<file path="config.mk">
export PLATFORM = sky130hd
export DESIGN_NAME = imp_cand_monitor
export DESIGN_NICKNAME = d
export VERILOG_FILES = /design/src/rtl/imp_mon_pkg.sv /design/src/rtl/imp_site_sel.sv /design/src/rtl/imp_mask_bank.sv /design/src/rtl/imp_cand_enc.sv /design/src/rtl/imp_cand_monitor.sv
export SDC_FILE = /design/constraint.sdc
export NUM_CORES = 1
export LEC_CHECK = 0
export BUFFER_PORTS_ARGS = -buffer_cell sky130_fd_sc_hd__buf_2
export CAP_MARGIN = 10
export CORE_AREA = 2 2 62 64
export CTS_CLUSTER_SIZE = 14
export DETAILED_ROUTE_END_ITERATION = 6
export DIE_AREA = 0 0 64 66
export MAX_ROUTING_LAYER = met4
export PLACE_DENSITY = 0.79
export SETUP_SLACK_MARGIN = 0.5
export SYNTH_ARGS = -nofsm -noshare
export SYNTH_HDL_FRONTEND = slang
export SYNTH_SLANG_ARGS = --single-unit
</file>
<file path="constraint.sdc">
create_clock -name clk -period 1.8 [get_ports clk]
set_clock_uncertainty 0.05 [all_clocks]
set_input_delay 0.18 -clock clk [delete_from_list [all_inputs] [get_ports clk]]
set_output_delay 0.18 -clock clk [all_outputs]
set_load 0.02 [all_outputs]
</file>
<file path="src/rtl/imp_mon_pkg.sv">
package imp_mon_pkg;

    localparam int NUM_COMBOS = 4;
    localparam int NUM_MASKS  = 3;
    localparam int MASK_POOL  = 0;
    localparam int MASK_P0    = 1;
    localparam int MASK_P1    = 2;

    typedef enum logic [1:0] {
        ST_NONE  = 2'b00,
        ST_IMPL  = 2'b01,
        ST_DEGEN = 2'b10,
        ST_EMPTY = 2'b11
    } cand_status_e;

    typedef struct packed {
        cand_status_e status;
        logic         ant_val;
        logic         con_val;
    } cand_t;

    typedef logic [NUM_COMBOS-1:0] combo_mask_t;

endpackage

</file>
<file path="src/rtl/imp_site_sel.sv">
module imp_site_sel #(
    parameter int NUM_SITES = 16,
    parameter int IDX_W     = $clog2(NUM_SITES)
) (
    input  logic [NUM_SITES-1:0] site_vec,
    input  logic [IDX_W-1:0]     idx,
    output logic                 bit_o
);
    // Out-of-range indices read as 0
    always_comb begin
        bit_o = 1'b0;
        for (int i = 0; i < NUM_SITES; i++) begin
            if (idx == IDX_W'(i)) bit_o = site_vec[i];
        end
    end
endmodule

</file>
<file path="src/rtl/imp_mask_bank.sv">
module imp_mask_bank
    import imp_mon_pkg::*;
(
    input  logic                              clk,
    input  logic                              rst_n,
    input  logic                              clear,
    input  logic                              obs_valid,
    input  logic [1:0]                        combo,
    input  logic                              pivot_en,
    input  logic                              pivot_val,
    output logic [NUM_MASKS-1:0][NUM_COMBOS-1:0] masks
);
    typedef struct packed {
        logic [NUM_MASKS-1:0][NUM_COMBOS-1:0] masks;
    } bank_t;

    bank_t bank_d, bank_q;
    logic [NUM_MASKS-1:0] mask_sel;

    // which masks take this observation
    generate
        for (genvar m = 0; m < NUM_MASKS; m++) begin : g_sel
            if (m == MASK_POOL) begin : g_pool
                assign mask_sel[m] = 1'b1;
            end else if (m == MASK_P0) begin : g_p0
                assign mask_sel[m] = pivot_en & ~pivot_val;
            end else begin : g_p1
                assign mask_sel[m] = pivot_en & pivot_val;
            end
        end
    endgenerate

    always_comb begin
        bank_d = bank_q;
        if (clear) begin
            bank_d.masks = '0;
        end else if (obs_valid) begin
            for (int m = 0; m < NUM_MASKS; m++) begin
                if (mask_sel[m]) bank_d.masks[m][combo] = 1'b1;
            end
        end
    end

    always_ff @(posedge clk or negedge rst_n) begin
        if (!rst_n) bank_q <= '0;
        else        bank_q <= bank_d;
    end

    assign masks = bank_q.masks;

    AST_CLEAR_ON_START: assert property (@(posedge clk) disable iff (!rst_n)
        clear |=> (masks == '0));
    AST_HOLD_WITHOUT_OBS: assert property (@(posedge clk) disable iff (!rst_n)
        (!clear && !obs_valid) |=> $stable(masks));
    AST_BITS_STICKY: assert property (@(posedge clk) disable iff (!rst_n)
        (!clear && obs_valid) |=> ((masks & $past(masks)) == $past(masks)));
    AST_ONE_POOL_BIT_PER_OBS: assert property (@(posedge clk) disable iff (!rst_n)
        (!clear && obs_valid) |=> ($countones(masks[MASK_POOL] ^ $past(masks[MASK_POOL])) <= 1));
endmodule

</file>
<file path="src/rtl/imp_cand_enc.sv">
module imp_cand_enc
    import imp_mon_pkg::*;
(
    input  combo_mask_t mask,
    output cand_t       cand
);
    logic [2:0] seen_cnt;
    logic [1:0] missing;

    always_comb begin
        seen_cnt = 3'($countones(mask));
        missing  = 2'd0;
        for (int k = NUM_COMBOS - 1; k >= 0; k--) begin
            if (!mask[k]) missing = 2'(k);
        end
        cand = '{status: ST_NONE, ant_val: 1'b0, con_val: 1'b0};
        case (seen_cnt)
            3'd0:    cand.status = ST_EMPTY;
            3'd3: begin
                cand.status  = ST_IMPL;
                cand.ant_val = missing[1];
                cand.con_val = ~missing[0];
            end
            3'd4:    cand.status = ST_NONE;
            default: cand.status = ST_DEGEN;
        endcase
    end
endmodule

</file>
<file path="src/rtl/imp_cand_monitor.sv">
module imp_cand_monitor
    import imp_mon_pkg::*;
#(
    parameter int NUM_SITES = 8,
    parameter int IDX_W     = $clog2(NUM_SITES)
) (
    input  logic                 clk,
    input  logic                 rst_n,
    input  logic [NUM_SITES-1:0] site_vec,
    input  logic                 vec_valid,
    input  logic [IDX_W-1:0]     cfg_a_idx,
    input  logic [IDX_W-1:0]     cfg_b_idx,
    input  logic [IDX_W-1:0]     cfg_p_idx,
    input  logic                 cfg_pivot_en,
    input  logic                 train_start,
    input  logic                 train_stop,
    output logic                 training,
    output logic                 report_ready,
    output logic                 cand_unverified,
    output logic [3:0]           seen_pool,
    output logic [3:0]           seen_p0,
    output logic [3:0]           seen_p1,
    output logic [1:0]           pool_status,
    output logic                 pool_ant_val,
    output logic                 pool_con_val,
    output logic [1:0]           p0_status,
    output logic                 p0_ant_val,
    output logic                 p0_con_val,
    output logic [1:0]           p1_status,
    output logic                 p1_ant_val,
    output logic                 p1_con_val
);
    localparam int NUM_SEL = 3;

    typedef struct packed {
        logic             training;
        logic             trained;
        logic             piv_en;
        logic [IDX_W-1:0] a_idx;
        logic [IDX_W-1:0] b_idx;
        logic [IDX_W-1:0] p_idx;
    } ctrl_t;

    ctrl_t ctrl_d, ctrl_q;

    always_comb begin
        ctrl_d = ctrl_q;
        if (train_start) begin
            ctrl_d.training = 1'b1;
            ctrl_d.trained  = 1'b1;
            ctrl_d.piv_en   = cfg_pivot_en;
            ctrl_d.a_idx    = cfg_a_idx;
            ctrl_d.b_idx    = cfg_b_idx;
            ctrl_d.p_idx    = cfg_p_idx;
        end else if (train_stop) begin
            ctrl_d.training = 1'b0;
        end
    end

    always_ff @(posedge clk or negedge rst_n) begin
        if (!rst_n) ctrl_q <= '0;
        else        ctrl_q <= ctrl_d;
    end

    // site selection: A, B, pivot
    logic [NUM_SEL-1:0][IDX_W-1:0] sel_idx;
    logic [NUM_SEL-1:0]            sel_bit;

    assign sel_idx[0] = ctrl_q.a_idx;
    assign sel_idx[1] = ctrl_q.b_idx;
    assign sel_idx[2] = ctrl_q.p_idx;

    generate
        for (genvar s = 0; s < NUM_SEL; s++) begin : g_site
            imp_site_sel #(.NUM_SITES(NUM_SITES), .IDX_W(IDX_W)) u_sel (
                .site_vec (site_vec),
                .idx      (sel_idx[s]),
                .bit_o    (sel_bit[s])
            );
        end
    endgenerate

    logic obs_valid;
    assign obs_valid = ctrl_q.training & vec_valid & ~train_start;

    logic [NUM_MASKS-1:0][NUM_COMBOS-1:0] masks;

    imp_mask_bank u_bank (
        .clk       (clk),
        .rst_n     (rst_n),
        .clear     (train_start),
        .obs_valid (obs_valid),
        .combo     ({sel_bit[0], sel_bit[1]}),
        .pivot_en  (ctrl_q.piv_en),
        .pivot_val (sel_bit[2]),
        .masks     (masks)
    );

    cand_t [NUM_MASKS-1:0] cands;
    logic  [NUM_MASKS-1:0] is_impl;

    generate
        for (genvar m = 0; m < NUM_MASKS; m++) begin : g_enc
            imp_cand_enc u_enc (
                .mask (masks[m]),
                .cand (cands[m])
            );
            assign is_impl[m] = (cands[m].status == ST_IMPL);
        end
    endgenerate

    assign training        = ctrl_q.training;
    assign report_ready    = ctrl_q.trained & ~ctrl_q.training;
    assign cand_unverified = report_ready & (|is_impl);

    assign seen_pool    = masks[MASK_POOL];
    assign seen_p0      = masks[MASK_P0];
    assign seen_p1      = masks[MASK_P1];
    assign pool_status  = cands[MASK_POOL].status;
    assign pool_ant_val = cands[MASK_POOL].ant_val;
    assign pool_con_val = cands[MASK_POOL].con_val;
    assign p0_status    = cands[MASK_P0].status;
    assign p0_ant_val   = cands[MASK_P0].ant_val;
    assign p0_con_val   = cands[MASK_P0].con_val;
    assign p1_status    = cands[MASK_P1].status;
    assign p1_ant_val   = cands[MASK_P1].ant_val;
    assign p1_con_val   = cands[MASK_P1].con_val;

    AST_PIVOT_UNION: assert property (@(posedge clk) disable iff (!rst_n)
        ctrl_q.piv_en |-> ((seen_p0 | seen_p1) == seen_pool));
    AST_PIVOT_OFF_EMPTY: assert property (@(posedge clk) disable iff (!rst_n)
        !ctrl_q.piv_en |-> (seen_p0 == 4'd0 && seen_p1 == 4'd0));
    AST_READY_IDLE: assert property (@(posedge clk) disable iff (!rst_n)
        report_ready |-> !training);
    AST_START_RAISES_TRAINING: assert property (@(posedge clk) disable iff (!rst_n)
        train_start |=> training);
    AST_STOP_FREEZES: assert property (@(posedge clk) disable iff (!rst_n)
        (!training && !train_start) |=> $stable(seen_pool));
endmodule

</file>
; Yosys cells after proc, flatten, opt, wreduce, memory -nomap -nowiden
; Index checks and enable logic that the tools add are counted.
[totals]
in_bits = 23
wordCells = 129
mem_bits_ro = 0
mem_count = 0
mem_bits_rw = 0
latch_bits = 0
register_bits = 24
output_inout_bits = 27
[op_classes]
multipliers = 0
bitwise = 15
shift = 0
mux = 50
n_reduce_logical = 14
magnitude_cmp = 2
n_addsub = 9
eq_ne = 30
div_mod_pow = 0
[op_table]
columns = operator, n
row1 = $eq A3 B3 Y1 const B, 15
row2 = $mux W2, 15
row3 = $eq A3 B2 Y1 const B, 9
row4 = $mux W1, 27
row5 = $mux W12, 2
row6 = $logic_not A3 Y1, 6
row7 = $pmux W2 S3, 3
row8 = $add A1 B1 Y2, 6
row9 = $or A4 B4 Y4, 3
row10 = $add A3 B3 Y3, 3
row11 = $eq A3 B1 Y1 const B, 3
row12 = $mux W4, 2
row13 = $reduce_bool A2 Y1, 4
row14 = $and A1 B1 Y1, 6
row15 = $eq A2 B1 Y1 const B, 3
row16 = $not A1 Y1, 6
row17 = $reduce_and A2 Y1, 2
row18 = $lt A2 B3 Y1 const B, 1
row19 = $reduce_or A3 Y1, 1
row20 = $demux W1 S2, 1
row21 = $ge A2 B1 Y1 const B, 1
row22 = $logic_and A1 B1 Y1, 1

; Logic depth before layout (Yosys ltp)
; Gate-level depths: netlist of the first run.
[logic_depth]
word_depth = 17
ltp_mapped = 9
mapped_depth_nobuf = 9

; By module
; Synthesis of the first run repeated with hierarchy kept, for this count alone.
[hier_totals]
cells_unflattened = 133
hier_area_um2 = 1606.5
[modules_own_cells]
columns = module, area_per_inst_um2, seq_area_each_um2, n_inst, cells_per_inst
row1 = imp_cand_monitor, 510.5, 300.3, 1, 33
row2 = imp_mask_bank, 495.5, 300.3, 1, 46
row3 = imp_cand_enc, 136.4, 0.0, 3, 15
row4 = imp_site_sel, 63.8, 0.0, 3, 3

; Worst setup path after synthesis of the first run
; No wires, ideal clock.
[synth_path]
path_type = register to output
startpoint = register u_bank.bank_q (netlist bit u_bank.masks[7])
endpoint = output p0_ant_val
path_slack_ns = -0.783
n_path_buf = 0
arrival_time_ns = 2.353
t_required_ns = 1.570
path_stages_with_launch = 9
cell_sequence = dfrtp_1 > inv_1 > ha_1 > inv_1 > ha_1 > inv_1 > fa_1 > nand3b_1 > nor4_1
[synth_via]
elab_chain_cells = 5
elab_cells_between_ends = 8
cone_classes = add/sub (2) / eq/ne (1) / mux (5)
[synth_lines]
columns = element, line_no
row1 = from (decl), imp_mask_bank.sv:17  ; bank_t bank_d, bank_q;
row2 = from (signal assigned), imp_mask_bank.sv:46  ; else bank_q <= bank_d;
row3 = "parallel branches: the longest is 4 deep, another holds $add A3 B3 Y3", -
row4 = $mux W2 (*), imp_cand_enc.sv:17  ; case (seen_cnt)
row5 = to (decl), imp_cand_monitor.sv:27  ; output logic p0_ant_val,
; Every way passes the cells marked *.

; Final worst setup path of the first run
[layout_path]
startpoint = register u_bank.bank_q (netlist bit u_bank.masks[7])
endpoint = output p0_con_val
[layout_via]
elab_chain_cells = 6
elab_cells_between_ends = 9
cone_classes = add/sub (2) / eq/ne (1) / mux (5) / bitwise (1)
[layout_lines]
columns = element, line_no
row1 = "parallel branches: the longest is 5 deep, another holds $add A3 B3 Y3", -
row2 = $mux W2 (*), imp_cand_enc.sv:17
row3 = to (decl), imp_cand_monitor.sv:28  ; output logic p0_con_val,
; Marked as above.

==> metrics.md, run 1 <==
| Metric | Value |
|---|---|
| Mapped Area | `1560 sq um` |
| Vias after detailed routing | `about 1400` |
| Syn nets | `181` |
| Avg Cell Area, Syn | `10.9 sq um` |
| H-tree depth | `1` |
| CTS Buffer Depth | `2` |
| Required time worst endpoint | `1570 ps` |
| Cell-by-cell trace of the critical path | `inv_2 -> ha_4 -> inv_4 -> ha_4 -> inv_2 -> fa_1 -> nand3b_1 -> buf_4 -> a21oi_2 -> buf_4` |
| First-pass GRT wire length | `between 6 and 7 mm` |
| Crit path time final | `2650 ps` |
| Worst Path Arrival | `2420 ps` |
| Synthesis Warnings | `0` |
| Relative slew slack | `64.7%` |
| Sequential power share | `between 30% and 40%` |
| Number of global-route vias before repair | `~1500` |
| 1st-pass router iterations | `4` |
| Pwr Total | `around 1.7 mW` |
| Setup WS post-layout | `-854 ps` |
| Worst VDD drop | `618 uV` |
| Pin count of the biggest net entering global routing | `26` |
| Total congestion overflow | `0` |
| ANT nets after route | `0` |
| Worst setup path class | `reg -> out` |
| Max-cap violations | `0` |
| Slew @ Worst Pin | `roughly 530 ps` |
| Worst Path Max Fanout | `3` |
| Via-per-instance ratio | `approximately 5.1` |
| Kind of end point of the critical path | `output port` |
| Register Area | `614 sq um` |
| Row cnt | `22` |
| Met3 wire len | `between 150 and 200 um` |
| Area grow syn2layout | `76.2%` |
| HPWL Detailed | `2.82 mm` |
| Met1 wire length | `1.84 mm` |
| Multi-input gate area | `around 1200 sq um` |
| Initial DRC Count | `17` |
| GP Congestion | `roughly 0.78` |
| Ant diodes | `0` |
| Startpoint types | `flop` |
| Fillers | `220` |
| Synth cell types | `29` |
| Initial core utilization | `roughly 44%` |
| Layout cells sized above 1 | `around 75%` |
| Combinational power share | `between 30 and 40%` |
| Leak | `roughly 1.2 nW` |
| FF+latch count, synth | `24` |
| Highest metal used | `met4` |
| Post-synthesis cell count | `roughly 140` |
| Clk pwr share | `between 20 and 25%` |
| CTS Sinks | `24` |
| Unrepaired setup endpoints after global routing | `yes` |
| Total core area | `between 3000 and 4000 sq um` |
| Num CTS Buffers | `3` |
| Nets | `about 270` |
| Final setup violation count | `13` |
| Commonest cells after routing, fill and taps aside | `buf_4, buf_6, buf_2` |
| Tcrit/Tclk final | `147%` |
| Final Hold Fails | `0` |
| Commonest non-fill, non-tap cell in the layout | `buf_4` |
| Tot GR Track Use | `a little under a fifth` |
| Outcome | `finished, violations left` |
| Cell Pwr Density | `approximately 600 nW/um^2` |
| Hold crit path type | `in -> reg` |
| Number of buffers added on ports | `49` |
| DIE AREA | `around 4200 sq um` |
| Sw power | `514 uW` |
| Placed Area | `~2200 sq um` |
| Root buffer cell | `clkbuf_4` |
| Reg clk slew, reported paths | `between 100 and 150 ps` |
| Worst skew pair latency | `300 ps` |
| Met2 WL | `between 2 and 3 mm` |
| Total negative slack | `-9840 ps` |
| Place WS | `-522 ps` |
| Ports | `50` |
| Internal power | `about 1.1 mW` |
| # DRC | `0` |
| Final instance area | `2760 sq um` |
| Die X | `between 60 and 70 um` |
| CTS tree | `yes` |
| Seq/Total Area, Yosys | `38.4%` |
| Chip Height | `about 66 um` |
| Switching power share of the total | `30.9%` |
| Initial antenna violation count | `0` |
| Pins Over Slew Limit | `0` |
| WL per Instance | `around 17 um` |
| Critical path's slowest cell | `dfrtp_2` |
| WL final | `between 4 and 5 mm` |
| Violated checks | `setup timing` |
| Largest stage delay on the critical path | `roughly 450 ps` |
| FMAX | `between 300 and 400 MHz` |
[area by class of cell]
cell class                 instances  area share, %
clock buffer                       3          0.817
clock inverter                     1           1.09
inverter                          23           3.32
multi-input combinational         92           43.3
sequential                        24           22.3
tap                               48           2.18
timing repair buffer              90           27.0
[power groups by stage]
stage	Combinational, mW	Clock [mW]	Sequential (mW)
after floorplan	0.264	0	0.644
after global placement	0.436	0	0.626
after detailed placement	0.445	0	0.630
after CTS	0.550	0.395	0.623
after global routing	0.684	0.416	0.636
final	0.645	0.383	0.631
[state kept, by name, indices dropped and copies added, names as in the netlist]
register      flops
ctrl_q           11
training          1
u_bank.masks     12
[repair_timing]
action | CTS | global route
endpoints found under the hold margin | 24 | 0
pin swaps | 9 | 7
setup endpoints to repair | 27 | 37
buffers inserted | 6 | 6
hold buffers | 1 | 0
resized for setup | 50 | 53
cloned | 0 | 0
[critical path, delay by kind of cell, from the launching register on]
kind                       cells  cell delay, ps
and+or+nand+nor                1             280
DFF                            1             450
adders and majority gates      3             760
AOI/OAI and AO/OA              1             100
buffers and inverters          5             520
[metrics by stage]
stage | util [%] | hold slack [ps] | std cells
finish | 77.6 | 32.8 | 281
global route | 77.6 | 30.5 | 281
CTS | 70.7 | 26.1 | 275
detailed placement | 61.4 | 134 | 264
global placement | 61.4 | 127 | 264
floorplan | - | -166 | 143
[kinds of logic after synthesis]
kind of cell	count (synthesis)	share of synthesized area [%]
compound gates	20	8.08
fa+ha+maj	15	13.4
buf+inv	27	6.64
mux	21	18.5
simple gates	33	13.3
flops	24	38.4
xor+xnor	3	1.68
[cell usage after synthesis]
cell,number,area share [%]
dfrtp_1,24,38
ha_1,12,9.6
a22oi_1,1,0.48
nor4_1,3,1.2
fa_1,3,3.8
inv_1,23,5.5
o22ai_1,12,4.8
buf_1,2,0.48
mux2_2,11,7.9
nand3b_1,4,1.9
mux4_1,4,6.7
nand2_1,5,1.2
o21ai_0,1,0.32
or2_2,2,0.80
xor2_1,3,1.7
nand2b_1,3,1.2
mux2i_1,6,3.8
nand3b_4,1,1.3
a21o_1,1,0.48
nor2b_1,4,1.6
buf_2,2,0.64
a21oi_1,3,0.96
nor3b_1,2,0.96
nand3_1,2,0.64
a21boi_0,1,0.48
nor2_1,3,0.72
a31o_2,1,0.56
nand4b_1,1,0.56
and2_1,3,1.2
[path summary, 6_finish.rpt]
path                            startpoint         endpoint  slack (ps)  depth (start not counted)
min in group asynchronous            rst_n        ctrl_q[4]         330                          2
max in group asynchronous            rst_n  u_bank.masks[0]         980                          2
setup / recovery           u_bank.masks[7]       p0_con_val        -850                         10
hold reg to reg                  ctrl_q[9]        ctrl_q[9]         490                          2
setup reg to reg                 ctrl_q[4]  u_bank.masks[3]         120                          4
hold / removal                cfg_pivot_en        ctrl_q[9]          30                          3
[per-layer routing]
metal / vias up / GRT usage [%]
li1: 680 / -
met1: 702 / 21.6
met2: 43 / 37.8
met3: 2 / 2.21
met4: 0 / 1.63
met5: - / -
Note: power is estimated with default switching activity, not from simulation.
==> inputs of run 2 (changes only) <==
clock period = 2.2 ns   (was 1.8 ns; I/O delays follow)
==> metrics.md, run 2 (synthesis results as in run 1) <==
| Metric | Value |
|---|---|
| Setup WS post-layout | `-434 ps (+420 ps)` |
| Ports | `50 (unchanged)` |
| Worst Path Arrival | `2360 ps (-60 ps)` |
| Initial DRC Count | `27 (+10)` |
| CTS tree | `yes` |
| Num CTS Buffers | `3 (unchanged)` |
| Critical Path Source | `u_bank.masks[6]` |
| CTS Sinks | `24 (unchanged)` |
| Chip Height | `66 um (unchanged)` |
| First-pass GRT wire length | `5.96 mm (-5.5%)` |
| Total core area | `3550 sq um (unchanged)` |
| Critical path's slowest cell | `dfrtp_2` |
| Outcome | `finished, violations left` |
| Pin count of the biggest net entering global routing | `27 (+3.8%)` |
| WL per Instance | `13.7 um (-21%)` |
| Slew @ Worst Pin | `500 ps (-29.8 ps)` |
| WL final | `3.76 mm (-23%)` |
| Pins Over Slew Limit | `0 (unchanged)` |
| Layout cells sized above 1 | `66.5% (-8.6 points)` |
| Cell-by-cell trace of the critical path | `ha_4 -> inv_2 -> ha_4 -> inv_2 -> fa_1 -> buf_4 -> buf_6 -> xor2_1 -> and2_4 -> buf_6` |
| CP Buf/Inv Count | `5 (unchanged)` |
| Placed cell count | `262 (-0.76%)` |
| Nets | `266 (-2.2%)` |
| GP Congestion | `0.830 (+6.2%)` |
| RR Startpoint | `ctrl_q[6]` |
| Worst VDD drop | `357 uV (-42%)` |
| Kind of end point of the critical path | `output port` |
| Initial core utilization | `44.0% (unchanged)` |
| Vias after detailed routing | `1343 (-5.9%)` |
| Crit path time final | `around 2600 ps` |
| Number of global-route vias before repair | `1356 (-8.7%)` |
| Hold crit path type | `in -> reg` |
| ANT nets after route | `0 (unchanged)` |
| Final Hold Fails | `0 (unchanged)` |
| Tcrit/Tclk final | `120%` |
| Relative slew slack | `66.7% (+2.0 points)` |
| Tot GR Track Use | `18.5% (-0.70 points)` |
| Area grow syn2layout | `57.0%` |
| Largest stage delay on the critical path | `450 ps (about the same)` |
| H-tree depth | `1 (unchanged)` |
| CTS Buffer Depth | `2 (unchanged)` |
| Commonest cells after routing, fill and taps aside | `buf_4, buf_2, inv_1` |
| Worst Path Max Fanout | `2 (-1)` |
| Violated checks | `setup timing` |
| Unrepaired setup endpoints after global routing | `yes` |
| Commonest non-fill, non-tap cell in the layout | `buf_4` |
| Ant diodes | `0 (unchanged)` |
| Hold_sp | `cfg_pivot_en` |
| FMAX | `around 380 MHz` |
| Hold WS | `79.1 ps (+46.2 ps)` |
| # DRC | `0 (unchanged)` |
| Root buffer cell | `clkbuf_4` |
| Initial antenna violation count | `0 (unchanged)` |
| Die X | `64 um (unchanged)` |
| Max-cap violations | `0 (unchanged)` |
| HPWL Detailed | `2.75 mm (-2.5%)` |
| Number of buffers added on ports | `49 (unchanged)` |
| Final setup violation count | `13 (unchanged)` |
| Leak | `1.15 nW (-6.9%)` |
| Reg clk slew, reported paths | `110 ps (-30 ps)` |
| Cell Pwr Density | `468 nW/um^2 (-22%)` |
| 1st-pass router iterations | `4 (unchanged)` |
| Startpoint types | `flop` |
| Row cnt | `22 (unchanged)` |
| Worst skew pair latency | `300 ps (about the same)` |
| Total congestion overflow | `0 (unchanged)` |
| Max FFs per register | `12 (unchanged)` |
| DIE AREA | `4220 sq um (unchanged)` |
| Cell Count, Final, Fillers Out | `275 (-2.1%)` |
| Via-per-instance ratio | `4.88 (-3.8%)` |
| Required time worst endpoint | `1930 ps (+360 ps)` |
| Total negative slack | `-4580 ps (+5270 ps)` |
| Delay-heaviest family, CP | `adder cells` |
| Worst setup path class | `reg -> out` |
[run 2: cell count changes in the layout (fill, tap and decap cells not counted), moves of 2 or more]
| cell | previous run | this run |
|---|---|---|
| mux2_4 | 2 | 0 |
| mux2_2 | 9 | 11 |
| o22ai_2 | 11 | 0 |
| nand2_1 | 1 | 3 |
| buf_4 | 35 | 37 |
| mux2i_1 | 4 | 6 |
| inv_1 | 13 | 15 |
| buf_2 | 22 | 36 |
| inv_4 | 2 | 0 |
| mux2i_4 | 2 | 0 |
| buf_6 | 32 | 10 |
| o22ai_1 | 1 | 12 |
| nand2_4 | 3 | 0 |
[run 2: path summary, 6_finish.rpt]
path                              endpoint  depth (start not counted)  slack [ps]
hold reg to reg                 ctrl_q[10]                          1         430
min in group asynchronous        ctrl_q[0]                          2         340
setup / recovery              p0_status[0]                         10        -430
hold / removal                   ctrl_q[9]                          3          80
setup reg to reg           u_bank.masks[6]                          6         560
max in group asynchronous  u_bank.masks[6]                          2        1390
[run 2: power by group]
group	internal (mW)	switching, mW	total (mW)
Clock	0.101	0.118	0.219
Combinational	0.219	0.205	0.424
Sequential	0.474	0.0342	0.508
[run 2: cell type report]
class	instances	area, sq um
well taps	48	60.1
fillers	260	1090
multi-input cells	92	1080
flip-flops and latches	24	614
repair buffers	84	581
inverters	23	86.3
clock buffers	4	36.3
[run 2: stage by stage]
step / power (mW) / setup WS, ps / utilization [%] / instance area, sq um
floorplan: 0.729 / -67.0 / - / 1680
global placement: 0.836 / -90.7 / 61.0 / 2160
detailed placement: 0.846 / -170 / 61.0 / 2160
CTS: 1.13 / -432 / 67.5 / 2400
global route: 1.21 / -535 / 69.2 / 2460
finish: 1.15 / -434 / 69.2 / 2460
[run 2: repair_timing]
action,CTS,global route
hold endpoints to repair,24,0
endpoints found under the setup margin,16,22
hold buffers,1,0
gates resized for setup,36,14
pin swaps,7,4
buffers inserted,3,5
[run 2: worst reg2reg max path: cells and delay by family, from the launching register on]
| family | cells | cell delay [ps] |
|---|---|---|
| simple gates | 1 | 110 |
| compound gates | 1 | 80 |
| buf+inv | 2 | 270 |
| mux | 2 | 590 |
| flops | 1 | 420 |
[run 2: metal layers]
metal	wire length, um	GRT usage, %	vias to the layer above
li1	-	-	663
met4	37	4.08	0
met2	1970	33.3	40
met3	140	1.70	4
met1	1610	22.6	636
met5	0	-	-
==> inputs of run 3 (changes only) <==
CORE_AREA = 3 3 60 62   (was 2 2 62 64)
DIE_AREA = 0 0 63 65   (was 0 0 64 66)
GPL_TIMING_DRIVEN = 0   (was unset)
PLACE_DENSITY = 0.82   (was 0.79)
clock period = 2.6 ns   (was 2.2 ns; I/O delays follow)
==> metrics.md, run 3 (synthesis results as in run 1) <==
| Metric | Value |
|---|---|
| Outcome | `finished, violations left` |
| Violated checks | `setup timing` |
| RR Startpoint | `ctrl_q[4]` |
| Cell Pwr Density | `408 nW/um^2 (-13%)` |
| Max FFs per register | `12 (unchanged)` |
| Nets | `256 (-3.8%)` |
| Hold crit path type | `in -> reg` |
| 1st-pass router iterations | `4 (unchanged)` |
| Required time worst endpoint | `2290 ps (+360 ps)` |
| GP Congestion | `0.813 (-2.1%)` |
| Final Hold Fails | `0 (unchanged)` |
| Pin count of the biggest net entering global routing | `25 (-7.4%)` |
| Combinational power share | `37.2% (+0.4 points)` |
| Critical Path Source | `u_bank.masks[3]` |
| Die X | `63 um (-1.6%)` |
| HPWL Detailed | `2.82 mm (+2.6%)` |
| Total congestion overflow | `0 (unchanged)` |
| Placed Area | `1980 sq um (-8.7%)` |
| Worst setup path class | `reg -> out` |
| Pins Over Slew Limit | `0 (unchanged)` |
| Internal power | `670 uW (-16%)` |
| Ports | `50 (unchanged)` |
| Commonest cells after routing, fill and taps aside | `buf_2, buf_4, inv_1` |
| Crit path time final | `between 2000 and 3000 ps` |
| Reg2reg path depth | `4 (-2)` |
| ANT nets after route | `0 (unchanged)` |
| Pwr Total | `974 uW (-15%)` |
| Root buffer cell | `clkbuf_4` |
| Largest stage delay on the critical path | `460 ps (about the same)` |
| Setup WS post-layout | `-140 ps (+294 ps)` |
| Reg clk slew, reported paths | `120 ps (about the same)` |
| Initial DRC Count | `20 (-26%)` |
| Vias after detailed routing | `1393 (+3.7%)` |
| Worst Path Max Fanout | `4 (+2)` |
| Total negative slack | `-794 ps (+3780 ps)` |
| Slew @ Worst Pin | `507 ps (+6.98 ps)` |
| Final instance area | `2390 sq um (-2.6%)` |
| CTS tree | `yes` |
| Clk pwr share | `18.8% (-0.2 points)` |
| Layout cells sized above 1 | `62.2% (-4.3 points)` |
| Initial core utilization | `50.8% (+6.8 points)` |
| Worst VDD drop | `294 uV (-18%)` |
| Cell-by-cell trace of the critical path | `inv_2 -> ha_4 -> inv_4 -> ha_4 -> inv_2 -> fa_1 -> nand3b_1 -> nand3_1 -> and2_4 -> buf_6` |
| Ant diodes | `0 (unchanged)` |
| Relative slew slack | `66.2% (-0.47 points)` |
| Worst skew pair latency | `290 ps (about the same)` |
| Met1 wire length | `1.51 mm (-6.7%)` |
| Initial antenna violation count | `0 (unchanged)` |
| Worst Path Arrival | `2430 ps (+70 ps)` |
| CP endpoint | `cand_unverified` |
| Number of buffers added on ports | `48 (-2.0%)` |
| Num CTS Buffers | `3 (unchanged)` |
| Via-per-instance ratio | `5.34 (+9.3%)` |
| Critical path's slowest cell | `fa_1` |
| Max-cap violations | `0 (unchanged)` |
| Hold WS | `128 ps (+48.6 ps)` |
| Met3 wire len | `176 um (+26%)` |
| Highest metal used | `met4` |
| DIE AREA | `4100 sq um (-3.1%)` |
| Unrepaired setup endpoints after global routing | `yes` |
| Kind of end point of the critical path | `output port` |
| Place WS | `75.5 ps (+246 ps)` |
| R2r setup slk | `880 ps (+320 ps)` |
| Area grow syn2layout | `52.9%` |
| Tot GR Track Use | `21.0% (+2.5 points)` |
| WL final | `4.09 mm (+8.6%)` |
| WL per Instance | `15.7 um (+14%)` |
| CTS Sinks | `24 (unchanged)` |
| Final setup violation count | `12 (-1)` |
| Sw power | `304 uW (-15%)` |
| First-pass GRT wire length | `6.74 mm (+13%)` |
| Tcrit/Tclk final | `105%` |
| Row cnt | `20 (-9.1%)` |
| # DRC | `0 (unchanged)` |
| Chip Height | `65 um (-1.5%)` |
| CTS Buffer Depth | `2 (unchanged)` |
| Worst R2R End | `u_bank.masks[5]` |
| Commonest non-fill, non-tap cell in the layout | `buf_2` |
| Met2 WL | `2.31 mm (+17%)` |
| H-tree depth | `1 (unchanged)` |
| Startpoint types | `flop` |
| Switching power share of the total | `31.2% (+0.22 points)` |
| Sequential power share | `44.0% (-0.2 points)` |
| Number of global-route vias before repair | `1479 (+9.1%)` |
| Leak | `1.09 nW (-5.1%)` |
| FMAX | `around 360 MHz` |
| Total core area | `3080 sq um (-13%)` |
## run 3: cell count changes in the layout (fill, tap and decap cells not counted), moves of 2 or more
cell / before / now
buf_1: 0 / 2
buf_2: 36 / 38
buf_4: 37 / 22
inv_2: 8 / 6
inv_4: 0 / 2
mux4_1: 0 / 4
mux4_2: 4 / 0
nand2_1: 3 / 5
nand2_2: 2 / 0
xor2_1: 3 / 1
xor2_2: 0 / 2
## run 3: worst min-delay path by stage
stage | start | slack, ps | endpoint | depth (start not counted)
finish | cfg_pivot_en | 130 | ctrl_q[9] | 3
global route | cfg_a_idx[1] | 110 | ctrl_q[7] | 2
CTS | cfg_b_idx[1] | 130 | ctrl_q[4] | 2
detailed placement | rst_n | 210 | ctrl_q[4] | 1
global placement | rst_n | 200 | ctrl_q[1] | 1
floorplan | rst_n | -90 | ctrl_q[0] | 0
## run 3: routing by layer
layer / GRT usage, % / vias to the layer above
met1: 22.1 / 682
met4: 4.68 / 0
li1: - / 647
met5: - / -
met2: 41.1 / 50
met3: 2.95 / 14
## run 3: power groups by stage
stage / Clock, mW / Combinational (mW) / Sequential, mW
5_1_grt: 0.218 / 0.389 / 0.433
6_report: 0.183 / 0.363 / 0.428
2_1_floorplan: 0 / 0.172 / 0.444
4_1_cts: 0.189 / 0.333 / 0.428
3_5_place_dp: 0 / 0.267 / 0.437
3_3_place_gp: 0 / 0.251 / 0.434
## run 3: layout make-up
| cell class | count | area [sq um] |
|---|---|---|
| repair buffers | 70 | 479 |
| plain buffers | 4 | 17.5 |
| inverters | 23 | 91.3 |
| well taps | 44 | 55.1 |
| fillers | 198 | 687 |
| multi-input cells | 92 | 1100 |
| clock buffers | 4 | 36.3 |
| flip-flops and latches | 24 | 613 |
## run 3: timing repair
action                     in CTS  in global routing
hold endpoints to repair       24                  0
pin swaps                      12                  7
resized for setup              36                 11
setup endpoints to repair      13                 13
buffers inserted               16                  5
hold buffers                    1                  0
## run 3: worst max-delay path: cells and delay by family, from the launching register on
family	cells	cell delay (ps)
DFF	1	430
buffers and inverters	4	290
adders and majority gates	3	790
and+or+nand+nor	3	640
## run 3: through the flow
step	std cells	util, %
5_1_grt	261	77.7
6_report	261	77.7
3_5_place_dp	235	64.2
3_3_place_gp	235	64.2
2_1_floorplan	143	-
4_1_cts	256	74.8
